**src/rtl/tri_timer_pkg.sv**
```systemverilog
package tri_timer_pkg;

  localparam int TMR_CNT    = 3;
  localparam int DATA_W     = 32;
  localparam int EV_PER_TMR = 3;
  localparam int EV_W       = TMR_CNT * EV_PER_TMR;
  localparam int CTRL_W     = EV_W + TMR_CNT;

  localparam logic [DATA_W-1:0] REV_WORD = 32'h0001_0801;

  // word slots inside the shared window (byte offsets 0x30..0x3C)
  localparam logic [1:0] SH_CTRL = 2'd0;
  localparam logic [1:0] SH_STAT = 2'd1;
  localparam logic [1:0] SH_MASK = 2'd2;
  localparam logic [1:0] SH_REV  = 2'd3;

  typedef enum logic [1:0] {
    SLOT_CNT = 2'd0,
    SLOT_RLD = 2'd1,
    SLOT_MA  = 2'd2,
    SLOT_MB  = 2'd3
  } slot_e;

  // field order matches the status word layout of one sub-timer
  typedef struct packed {
    logic ovf;
    logic hit_b;
    logic hit_a;
  } tmr_ev_t;

  function automatic logic [DATA_W-1:0] next_count(input logic [DATA_W-1:0] v,
                                                   input logic up);
    return up ? v + 1'b1 : v - 1'b1;
  endfunction

  function automatic logic at_limit(input logic [DATA_W-1:0] v, input logic up);
    return up ? (&v) : (~|v);
  endfunction

  function automatic logic match_hit(input logic [DATA_W-1:0] v,
                                     input logic [DATA_W-1:0] m,
                                     input logic up);
    return up ? (v >= m) : (v <= m);
  endfunction

  function automatic logic [CTRL_W-1:0] ctrl_defined();
    logic [CTRL_W-1:0] k;
    k = '0;
    for (int n = 0; n < TMR_CNT; n++) begin
      k[EV_PER_TMR*n]     = 1'b1;
      k[EV_PER_TMR*n + 2] = 1'b1;
      k[EV_W + n]         = 1'b1;
    end
    return k;
  endfunction

endpackage

```
**src/rtl/tri_timer_chan.sv**
```systemverilog
module tri_timer_chan
  import tri_timer_pkg::*;
(
  input  logic              clk,
  input  logic              rst_n,
  input  logic              run,
  input  logic              up,
  input  logic              ovf_en,
  input  logic              rearm,
  input  logic              wr_hit,
  input  slot_e             wr_slot,
  input  logic [DATA_W-1:0] wdata,
  output logic [DATA_W-1:0] cnt_q,
  output logic [DATA_W-1:0] rld_q,
  output logic [DATA_W-1:0] ma_q,
  output logic [DATA_W-1:0] mb_q,
  output tmr_ev_t           ev
);

  logic wr_cnt, wr_rld, wr_ma, wr_mb;
  logic wrap, stepping, hit_a, hit_b;
  logic arm_a, arm_b;
  logic [DATA_W-1:0] nxt;

  always_comb begin
    wr_cnt   = wr_hit && (wr_slot == SLOT_CNT);
    wr_rld   = wr_hit && (wr_slot == SLOT_RLD);
    wr_ma    = wr_hit && (wr_slot == SLOT_MA);
    wr_mb    = wr_hit && (wr_slot == SLOT_MB);
    nxt      = next_count(cnt_q, up);
    wrap     = run && !wr_cnt && at_limit(cnt_q, up);
    stepping = run && !wr_cnt && !wrap;
    hit_a    = stepping && arm_a && match_hit(nxt, ma_q, up);
    hit_b    = stepping && arm_b && match_hit(nxt, mb_q, up);
    ev.hit_a = hit_a;
    ev.hit_b = hit_b;
    ev.ovf   = wrap && ovf_en;
  end

  always_ff @(posedge clk or negedge rst_n) begin
    if (!rst_n)        cnt_q <= '0;
    else if (wr_cnt)   cnt_q <= wdata;
    else if (wrap)     cnt_q <= rld_q;
    else if (stepping) cnt_q <= nxt;
  end

  always_ff @(posedge clk or negedge rst_n) begin
    if (!rst_n) begin
      rld_q <= '0;
      ma_q  <= '0;
      mb_q  <= '0;
    end else begin
      if (wr_rld) rld_q <= wdata;
      if (wr_ma)  ma_q  <= wdata;
      if (wr_mb)  mb_q  <= wdata;
    end
  end

  always_ff @(posedge clk or negedge rst_n) begin
    if (!rst_n) begin
      arm_a <= 1'b1;
      arm_b <= 1'b1;
    end else if (wr_cnt || wrap || rearm) begin
      arm_a <= 1'b1;
      arm_b <= 1'b1;
    end else begin
      if (hit_a) arm_a <= 1'b0;
      if (hit_b) arm_b <= 1'b0;
    end
  end

  assert_step_by_one_R3: assert property (@(posedge clk) disable iff (!rst_n)
    stepping |=> cnt_q == ($past(up) ? $past(cnt_q) + 32'd1 : $past(cnt_q) - 32'd1));

  assert_hold_idle_R3: assert property (@(posedge clk) disable iff (!rst_n)
    (!run && !wr_cnt) |=> $stable(cnt_q));

  assert_write_wins_R4: assert property (@(posedge clk) disable iff (!rst_n)
    wr_cnt |=> cnt_q == $past(wdata));

  assert_wrap_reload_R5: assert property (@(posedge clk) disable iff (!rst_n)
    wrap |=> cnt_q == $past(rld_q));

  assert_match_once_R7: assert property (@(posedge clk) disable iff (!rst_n)
    (hit_a && !rearm) |=> !hit_a);

  assert_match_once_b_R7: assert property (@(posedge clk) disable iff (!rst_n)
    (hit_b && !rearm) |=> !hit_b);

endmodule

```
**src/rtl/tri_timer_irq.sv**
```systemverilog
module tri_timer_irq
  import tri_timer_pkg::*;
#(
  parameter int N = TMR_CNT,
  parameter int W = EV_PER_TMR * N
)(
  input  logic         clk,
  input  logic         rst_n,
  input  logic [W-1:0] ev,
  input  logic         clr_wr,
  input  logic         mask_wr,
  input  logic [W-1:0] wbits,
  output logic [W-1:0] status_q,
  output logic [W-1:0] mask_q,
  output logic [N-1:0] irq_sub,
  output logic         irq_all
);

  logic [N-1:0] fire;
  logic [W-1:0] clr;

  for (genvar n = 0; n < N; n++) begin : g_fire
    assign fire[n] = |(ev[EV_PER_TMR*n +: EV_PER_TMR] & ~mask_q[EV_PER_TMR*n +: EV_PER_TMR]);

    assert_pulse_has_cause_R9: assert property (@(posedge clk) disable iff (!rst_n)
      irq_sub[n] |-> |status_q[EV_PER_TMR*n +: EV_PER_TMR]);

    assert_mask_silences_R9: assert property (@(posedge clk) disable iff (!rst_n)
      ((ev[EV_PER_TMR*n +: EV_PER_TMR] & ~mask_q[EV_PER_TMR*n +: EV_PER_TMR]) == '0)
        |=> !irq_sub[n]);
  end

  assign clr = clr_wr ? wbits : '0;

  always_ff @(posedge clk or negedge rst_n) begin
    if (!rst_n) begin
      status_q <= '0;
      mask_q   <= '0;
      irq_sub  <= '0;
      irq_all  <= 1'b0;
    end else begin
      status_q <= (status_q & ~clr) | ev;
      if (mask_wr) mask_q <= wbits;
      irq_sub  <= fire;
      irq_all  <= |fire;
    end
  end

  assert_w1c_R8: assert property (@(posedge clk) disable iff (!rst_n)
    (clr_wr && ev == '0) |=> status_q == ($past(status_q) & ~$past(wbits)));

  assert_event_sticks_R8: assert property (@(posedge clk) disable iff (!rst_n)
    (ev != '0) |=> ((status_q & $past(ev)) == $past(ev)));

  assert_all_follows_R9: assert property (@(posedge clk) disable iff (!rst_n)
    irq_all |-> (irq_sub != '0));

endmodule

```
**src/rtl/tri_timer.sv**
```systemverilog
module tri_timer
  import tri_timer_pkg::*;
#(
  parameter int ADDR_W = 8
)(
  input  logic              clk,
  input  logic              rst_n,
  input  logic              tick_en,
  input  logic              wr_en,
  input  logic              rd_en,
  input  logic [ADDR_W-1:0] addr,
  input  logic [DATA_W-1:0] wdata,
  output logic [DATA_W-1:0] rdata,
  output logic              irq_all,
  output logic [TMR_CNT-1:0] irq_sub
);

  localparam logic [CTRL_W-1:0] CTRL_KEEP = ctrl_defined();
  localparam logic [1:0]        SHARED_WIN = 2'(TMR_CNT);

  logic [31:0]        addr_ext;
  logic               in_map;
  logic [1:0]         win_idx;
  slot_e              slot;
  logic               shared;
  logic               ctrl_wr, stat_wr, mask_wr;
  logic [CTRL_W-1:0]  ctrl_q;
  logic [EV_W-1:0]    ev_all;
  logic [EV_W-1:0]    status_q, mask_q;
  logic [DATA_W-1:0]  cnt_a [TMR_CNT];
  logic [DATA_W-1:0]  rld_a [TMR_CNT];
  logic [DATA_W-1:0]  ma_a  [TMR_CNT];
  logic [DATA_W-1:0]  mb_a  [TMR_CNT];

  // address decode: 16-byte windows, last window holds shared words
  always_comb begin
    addr_ext = 32'(addr);
    in_map   = (addr_ext < 32'd64) && (addr[1:0] == 2'b00);
    win_idx  = addr[5:4];
    slot     = slot_e'(addr[3:2]);
    shared   = in_map && (win_idx == SHARED_WIN);
    ctrl_wr  = wr_en && shared && (slot == SH_CTRL);
    stat_wr  = wr_en && shared && (slot == SH_STAT);
    mask_wr  = wr_en && shared && (slot == SH_MASK);
  end

  always_ff @(posedge clk or negedge rst_n) begin
    if (!rst_n)       ctrl_q <= '0;
    else if (ctrl_wr) ctrl_q <= wdata[CTRL_W-1:0] & CTRL_KEEP;
  end

  for (genvar n = 0; n < TMR_CNT; n++) begin : g_tmr
    tmr_ev_t ev_n;

    tri_timer_chan u_chan (
      .clk     (clk),
      .rst_n   (rst_n),
      .run     (tick_en && ctrl_q[EV_PER_TMR*n]),
      .up      (ctrl_q[EV_W + n]),
      .ovf_en  (ctrl_q[EV_PER_TMR*n + 2]),
      .rearm   (ctrl_wr),
      .wr_hit  (wr_en && in_map && (win_idx == 2'(n))),
      .wr_slot (slot),
      .wdata   (wdata),
      .cnt_q   (cnt_a[n]),
      .rld_q   (rld_a[n]),
      .ma_q    (ma_a[n]),
      .mb_q    (mb_a[n]),
      .ev      (ev_n)
    );

    assign ev_all[EV_PER_TMR*n +: EV_PER_TMR] = ev_n;
  end

  tri_timer_irq #(.N(TMR_CNT), .W(EV_W)) u_irq (
    .clk      (clk),
    .rst_n    (rst_n),
    .ev       (ev_all),
    .clr_wr   (stat_wr),
    .mask_wr  (mask_wr),
    .wbits    (wdata[EV_W-1:0]),
    .status_q (status_q),
    .mask_q   (mask_q),
    .irq_sub  (irq_sub),
    .irq_all  (irq_all)
  );

  always_comb begin
    rdata = '0;
    if (rd_en && in_map) begin
      if (win_idx == SHARED_WIN) begin
        case (addr[3:2])
          SH_CTRL: rdata = DATA_W'(ctrl_q);
          SH_STAT: rdata = DATA_W'(status_q);
          SH_MASK: rdata = DATA_W'(mask_q);
          default: rdata = REV_WORD;
        endcase
      end else begin
        case (slot)
          SLOT_CNT: rdata = cnt_a[win_idx];
          SLOT_RLD: rdata = rld_a[win_idx];
          SLOT_MA:  rdata = ma_a[win_idx];
          default:  rdata = mb_a[win_idx];
        endcase
      end
    end
  end

  always_comb begin
    if (!rd_en) assert_idle_read_zero_R1: assert (rdata == '0);
  end

  assert_rev_word_R1: assert property (@(posedge clk) disable iff (!rst_n)
    (rd_en && addr_ext == 32'h3C) |-> rdata == REV_WORD);

  assert_ctrl_held_R1: assert property (@(posedge clk) disable iff (!rst_n)
    !ctrl_wr |=> $stable(ctrl_q));

endmodule

```
**config.mk**
```make
export PLATFORM = sky130hd
export DESIGN_NAME = tri_timer
export DESIGN_NICKNAME = d
export VERILOG_FILES = /design/src/rtl/tri_timer_pkg.sv /design/src/rtl/tri_timer_chan.sv /design/src/rtl/tri_timer_irq.sv /design/src/rtl/tri_timer.sv
export SDC_FILE = /design/constraint.sdc
export NUM_CORES = 1
export LEC_CHECK = 0
export BUFFER_PORTS_ARGS = -buffer_cell sky130_fd_sc_hd__buf_4
export CORE_ASPECT_RATIO = 1.4
export CORE_UTILIZATION = 40
export DETAILED_ROUTE_END_ITERATION = 12
export GPL_ROUTABILITY_DRIVEN = 0
export PLACE_DENSITY = 0.64
export SLEW_MARGIN = 25
export SYNTH_ARGS = -nofsm -noshare
export SYNTH_HDL_FRONTEND = slang
export SYNTH_SLANG_ARGS = --single-unit
```
**constraint.sdc**
```tcl
create_clock -name clk -period 7.8 [get_ports clk]
set_input_delay 1.56 -clock clk [delete_from_list [all_inputs] [get_ports clk]]
set_output_delay 1.56 -clock clk [all_outputs]
set_load 0.05 [all_outputs]
```
==> Word level (Yosys, flattened, before mapping) <==
Cells that the tools add are included.
{ "totals": {"reg_bits": 421} }
{ "op_classes": {"addsub": 6, "magnitude_cmp": 14, "n_eq_ne": 6, "n_mux": 50, "n_bitwise": 10, "n_reduce_logical": 87} }
{ "op_table": {"columns": ["operator", "n"], "rows": [
  ["2-to-1 mux 32 bit", 22],
  ["binary-select mux 32 bit (select 2 bit)", 4],
  [">= comparator 32 bit", 6],
  ["less-or-equal comparator 32 bit", 6],
  ["adder 32 x 1 -> 32 bit, second input constant", 3],
  ["case mux 32 bit (3 select lines)", 1],
  ["AND reduction 32 bit", 3],
  ["OR reduction 32 bit", 3],
  ["subtractor 32 x 1 -> 32 bit, second input constant", 3],
  ["case mux 17 bit (3 select lines)", 1],
  ["logical AND 1 bit", 50],
  ["2-to-1 mux 1 bit", 21],
  ["nonzero test 2 bit", 6],
  ["AND 3 bit", 3],
  ["AND 9 bit", 1],
  ["logical NOT 1 bit", 9],
  ["2-to-1 mux 9 bit", 1],
  ["inverter 3 bit", 3],
  ["inverter 9 bit", 1],
  ["bitwise OR 9 bit", 1],
  ["nonzero test 3 bit", 3],
  ["OR reduction 3 bit", 3],
  ["OR reduction 9 bit", 1],
  ["== test 2 bit, second input constant", 4],
  ["6 further kinds", 14]
]} }

==> Longest topological paths before layout <==
{ "logic_depth": {"depth_word": 14, "mapped_depth": 23, "depth_no_buf": 21} }

==> Modules after synthesis <==
Synthesis repeated with hierarchy kept, for this count alone.
{ "unflattened": {"hier_cells": 3342, "hier_area_um2": 31780.5} }
{ "modules_own_cells": {"columns": ["mod", "n_inst", "cells_per_inst", "area_per_inst_um2", "seq_area_each_um2"], "rows": [
  ["tri_timer_chan at g_tmr[0].u_chan", 1, 927, 8998.6, 3255.6],
  ["tri_timer_chan at g_tmr[2].u_chan", 1, 883, 8898.5, 3255.6],
  ["tri_timer_chan at g_tmr[1].u_chan", 1, 884, 8831.0, 3255.6],
  ["tri_timer", 1, 578, 4229.1, 225.2],
  ["tri_timer_irq", 1, 70, 823.3, 550.5]
]} }

==> Worst setup path after synthesis <==
Ideal clock, no wire load.
{ "synth_timing": {"path_kind": "input port to output port", "startpoint": "input port addr[4]", "endpoint": "output port rdata[14]", "arrival_ps": 4255, "slack_ps": 1985, "stages": 7, "path_buffers": 4, "path_cell_list": "clkbuf_1 -> nor2b_1 -> clkbuf_1 -> buf_1 -> buf_1 -> a21oi_1 -> a211oi_1"} }
{ "synth_between": {"elab_chain_cells": 7, "elab_cells_between_ends": 20} }
{ "synth_lines": {"columns": ["item", "line_no", "rtl"], "rows": [
  ["start: declaration", "tri_timer.sv:11", "input logic [ADDR_W-1:0] addr,"],
  ["inverter 2 -> 3 bit (implied by the code)", null, null],
  ["binary-select mux 32 bit (select 2 bit) (on tied branches)", null, null],
  ["2-to-1 mux 32 bit (on tied branches) (2 in series)", null, null],
  ["case mux 32 bit (3 select lines)", "tri_timer.sv:99", "case (slot)"],
  ["2-to-1 mux 32 bit", "tri_timer.sv:91", "if (win_idx == SHARED_WIN) begin"],
  ["2-to-1 mux 32 bit *", "tri_timer.sv:90", "if (rd_en && in_map) begin"],
  ["end: declaration", "tri_timer.sv:13", "output logic [DATA_W-1:0] rdata,"]
]} }
Every way passes the cells marked *; elsewhere a longest branch is shown, timed or not. The select of a mux whose other input is x is not followed.

==> Final worst setup path <==
{ "layout_timing": {"startpoint": "register ctrl_q[11]", "endpoint": "register u_irq.irq_all"} }
{ "layout_between": {"elab_chain_cells": 8, "elab_cells_between_ends": 18} }
{ "layout_lines": {"columns": ["item", "line_no", "rtl"], "rows": [
  ["start: declaration", "tri_timer.sv:27", "logic [CTRL_W-1:0] ctrl_q;"],
  ["start signal: assignment", "tri_timer.sv:49", "else if (ctrl_wr) ctrl_q <= wdata[CTRL_W-1:0] & CTRL_KEEP;"],
  ["branches (longest 6 deep; another with less-or-equal comparator 32 bit)", null, null],
  ["AND 3 bit *", "tri_timer_irq.sv:23", "assign fire[n] = |(ev[EV_PER_TMR*n +: EV_PER_TMR] & ~mask_q[EV_PER_TMR*n +: EV_PER_TMR]);"],
  ["OR reduction 9 bit *", "tri_timer_irq.sv:45", "irq_all <= |fire;"],
  ["end signal: assignment", "tri_timer_irq.sv:45", null],
  ["end: declaration", "tri_timer_irq.sv:16", "output logic irq_all"]
]} }
Every way passes the cells marked *.
A chain may end at the register's enable or synchronous reset.

==> out/summary.md <==
Clock tree
* CTS Buffer Depth: 3
* source-to-sink clock delay at the later pin of the worst-skew pair: 580 ps
* number of sinks handled by clock tree synthesis: 421
* CTS tree: done
* buffers inserted during post-CTS setup optimization: 0
* Resized cells post-CTS: 0
* H-Tree Depth: 2
* Clock transition at path regs: 60 ps
* CTS hold repair buffers: 0
* cell chosen for the clock root: sky130_fd_sc_hd__clkbuf_16
* Num CTS Buffers: 42

STA
* Highest Clock Rate: 148 MHz
* maximum clock skew at final layout: 18.5 ps
* Final Max Slew Viols: 0
* RSZ-0062 raised after global routing: no
* Tcrit/Tclk final: 86.4%
* setup TNS: 0 ps
* measured slew at the worst slew-check pin: 1140 ps
* headroom to the max-slew limit: 23.6%
* final hold violation count: 0
* Setup violations, final: 0
* fin crit period: 6740 ps

Pwr
* share of total power in the clock network: 14.3%
* net switching share of the total power: 49.3%
* standby leakage power: 0.0153 µW
* Power Internal: 7470 µW
* power per standard cell area: 432 mW/mm²
* proportion of power drawn by combinational gates: 64.7%
* sequential group share of total power: 21.0%
* Sw Pwr: 7270 µW
* worst vdd ir: 203 µV

Critical path
* classification of the worst setup path: flop to flop
* Critical Path Sink Type: flop
* critical-path maximum fanout: 23
* crit-path most repeated cell: sky130_fd_sc_hd__ha_1
* kind of start point of the critical path: flop
* Buf/Inv on CP: 2
* crit path cell chain: inv_1 > buf_4 > ha_1 > a21o_1 > a21oi_1 > o21ai_0 > and4bb_1 > o31a_1 > o41a_1 > o21ai_2 > xor2_2 > ha_1 > nand4_1 > nor4_2 > nand2_1 > o211ai_1 > a31oi_1 > xnor2_1 > a211oi_1 > a221o_1 > or4b_1
* delay of the slowest critical-path stage: 830 ps
* slowest cell on the critical path: sky130_fd_sc_hd__nor4_2
* required time of the worst setup path: 8250 ps
* Worst path top cell family by delay: compound AO/OA/AOI/OAI gates
* worst endpoint data arrival time: 7190 ps

GRT
* antenna violations before repair: 1
* via count of the first global-routing pass: 26600
* gr ovfl total: 0
* global-route total usage across every layer: 28.2%
* global-route wire length before repair: 168 mm
* pin count of the biggest net entering global routing: 117

Finish
* Synth-to-Final Area Change: 9.50%
* fraction of layout cells with a size suffix above 1: 16.2%
* Finished Core Util: 44.5%
* final std cells w/o fill: 4419
* Ant. Diodes: 0
* total number of nets in the final design: 3686

Placed design
* IO buf count: 80
* post-placement cell count: 4344
* half-perimeter wire length of the detailed placement result: 85.2 mm

Logic synthesis
* sequential area share after synthesis: 33.8%
* combined area of all synthesized cells: 0.0312 mm²
* post-synthesis average cell area: 9.20 µm²
* post-synthesis cell type count: 85
* share of the synthesized area in compound gates (AO/OA/AOI/OAI): 18.3%
* share of the synthesized netlist area taken by xor and xnor gates: 2.44%
* prevailing post-synth register cell: sky130_fd_sc_hd__dfrtp_1
* synthesized-area fraction occupied by and/or/nand/nor cells: 12.4%
* async set-reset flop share out of synthesis: 100%
* number of synthesized flops with an enable pin: 0
* number of warnings reported in the yosys synthesis log: 0
* synthesized netlist cell count: 3386
* main combinational cell family by area after synthesis: compound AO/OA/AOI/OAI gates
* Yosys reg bits: 421
* adder-cell share of the synthesized area: 11.7%
* share of cell area taken by muxes after synthesis: 16.0%
* Synth Net Count: 3721

Die
* vertical die dimension: 332 µm
* num ports: 81
* initial core utilization: 40.6%
* row cnt: 120
* placeable core area: 0.0767 mm²
* horizontal extent of the die: 238 µm
* total die area: 0.0790 mm²

Hold path
* hold crit path type: flop to flop

Run status
* status: finished clean

Detailed routing
* total iterations of the first detailed-routing run: 8
* DRT iter0 DRCs: 2767
* post-detailed-route wirelength per cell: 25.7 µm
* antenna viol nets, final: 0
* final WL: 114 mm
* # DRC: 0
* total via count after detailed routing: 27600
* Vias/cell: 6.24

Job
* max-capacitance violation count: 0

==> cell families after synthesis <==
group                      count (synthesis)
xor gates and xnor gates                  86
and+or+nand+nor                          804
buffers and inverters                    435
DFF                                      421
AOI/OAI and AO/OA                        889
adders and majority gates                290
muxes                                    461
==> tightest hold or removal path: cells and delay by family, from the launching register on <==
family        cells  cell delay, ps
flops             1             340
simple gates      2             100
==> cells in the final DEF (no fill, tap or decap), types with 103 or more instances in the layout <==
| cell | synthesis | final |
|---|---|---|
| sky130_fd_sc_hd__buf_4 | 0 | 124 |
| sky130_fd_sc_hd__inv_1 | 229 | 229 |
| sky130_fd_sc_hd__o21ai_0 | 191 | 190 |
| sky130_fd_sc_hd__nand3_1 | 109 | 103 |
| sky130_fd_sc_hd__nor2_1 | 128 | 127 |
| sky130_fd_sc_hd__a21oi_1 | 294 | 294 |
| sky130_fd_sc_hd__mux2i_1 | 154 | 154 |
| sky130_fd_sc_hd__ha_1 | 287 | 283 |
| sky130_fd_sc_hd__mux2_2 | 307 | 307 |
| sky130_fd_sc_hd__dfrtp_1 | 415 | 415 |
| sky130_fd_sc_hd__nand2_1 | 312 | 310 |
==> power by group through the flow <==
stage | clock (µW) | sequential (µW) | combinational, µW
after floorplan | 0 | 2840 | 6780
after global placement | 0 | 3110 | 9140
after detailed placement | 0 | 3110 | 9310
after CTS | 2120 | 3070 | 9390
after global routing | 2190 | 3120 | 10600
final | 2100 | 3100 | 9530
==> sequential cells by signal, indices dropped and copies added (netlist names) <==
| signal | cells |
|---|---|
| ctrl_q | 9 |
| g_tmr.u_chan.arm_a | 3 |
| g_tmr.u_chan.arm_b | 3 |
| g_tmr.u_chan.cnt_q | 96 |
| g_tmr.u_chan.ma_q | 96 |
| g_tmr.u_chan.mb_q | 96 |
| g_tmr.u_chan.rld_q | 96 |
| u_irq.irq_all | 1 |
| u_irq.irq_sub | 3 |
| u_irq.mask_q | 9 |
| u_irq.status_q | 9 |
==> path summary, 6_finish.rpt <==
check | from | end | slack [ps] | depth (start not counted)
max | ctrl_q[11]$_DFFE_PN0P_ | u_irq.irq_all$_DFF_PN0_ | 1060 | 21
min | u_irq.status_q[2]$_DFF_PN0_ | u_irq.status_q[2]$_DFF_PN0_ | 480 | 2
max reg2reg | ctrl_q[11]$_DFFE_PN0P_ | u_irq.irq_all$_DFF_PN0_ | 1060 | 21
min reg2reg | u_irq.status_q[2]$_DFF_PN0_ | u_irq.status_q[2]$_DFF_PN0_ | 480 | 2
max in group asynchronous | rst_n | g_tmr[1].u_chan.mb_q[23]$_DFFE_PN0P_ | 5350 | 2
min in group asynchronous | rst_n | g_tmr[0].u_chan.ma_q[1]$_DFFE_PN0P_ | 980 | 1
==> layer usage <==
metal	vias up	wire length, µm	track usage (%)
met5	-	0	0
met3	305	7980	2.98
met2	1234	52800	45.9
li1	12400	-	-
met4	0	7420	16.5
met1	13700	45400	36.0
==> through the flow <==
stage	setup WS, ps	hold WS [ps]	instance area (µm²)	power [µW]
floorplan	1980	445	31200	9610
global placement	911	461	32700	12200
detailed placement	1260	462	32800	12400
CTS	1230	477	34100	14600
global route	971	487	34100	15900
finish	1060	477	34100	14700
==> final cells by class <==
class / instances / area, µm²
tap: 1037 / 1300
timing repair buffer: 127 / 980
sequential: 421 / 10500
fill: 7374 / 42600
clock inverter: 12 / 121
clock buffer: 63 / 1230
multi-input combinational: 2530 / 19100
inverter: 229 / 860
==> cells in the mapped netlist, drive strengths merged (34+ instances only) <==
library cell | count | area share, %
dfrtp | 415 | 33
nand2 | 312 | 3.8
mux2 | 307 | 11
a21oi | 294 | 4.7
ha | 287 | 12
inv | 229 | 2.8
o21ai | 200 | 3.2
mux2i | 154 | 4.9
clkbuf | 149 | 1.8
nor2 | 129 | 1.6
nand3 | 109 | 1.8
a21o | 80 | 1.9
nand4 | 79 | 1.6
buf | 57 | 0.73
a221o | 55 | 1.8
xnor2 | 55 | 1.5
nor4 | 41 | 0.89
o22ai | 38 | 0.76
a211oi | 34 | 0.84
Note: power is estimated with default switching activity, not from simulation.
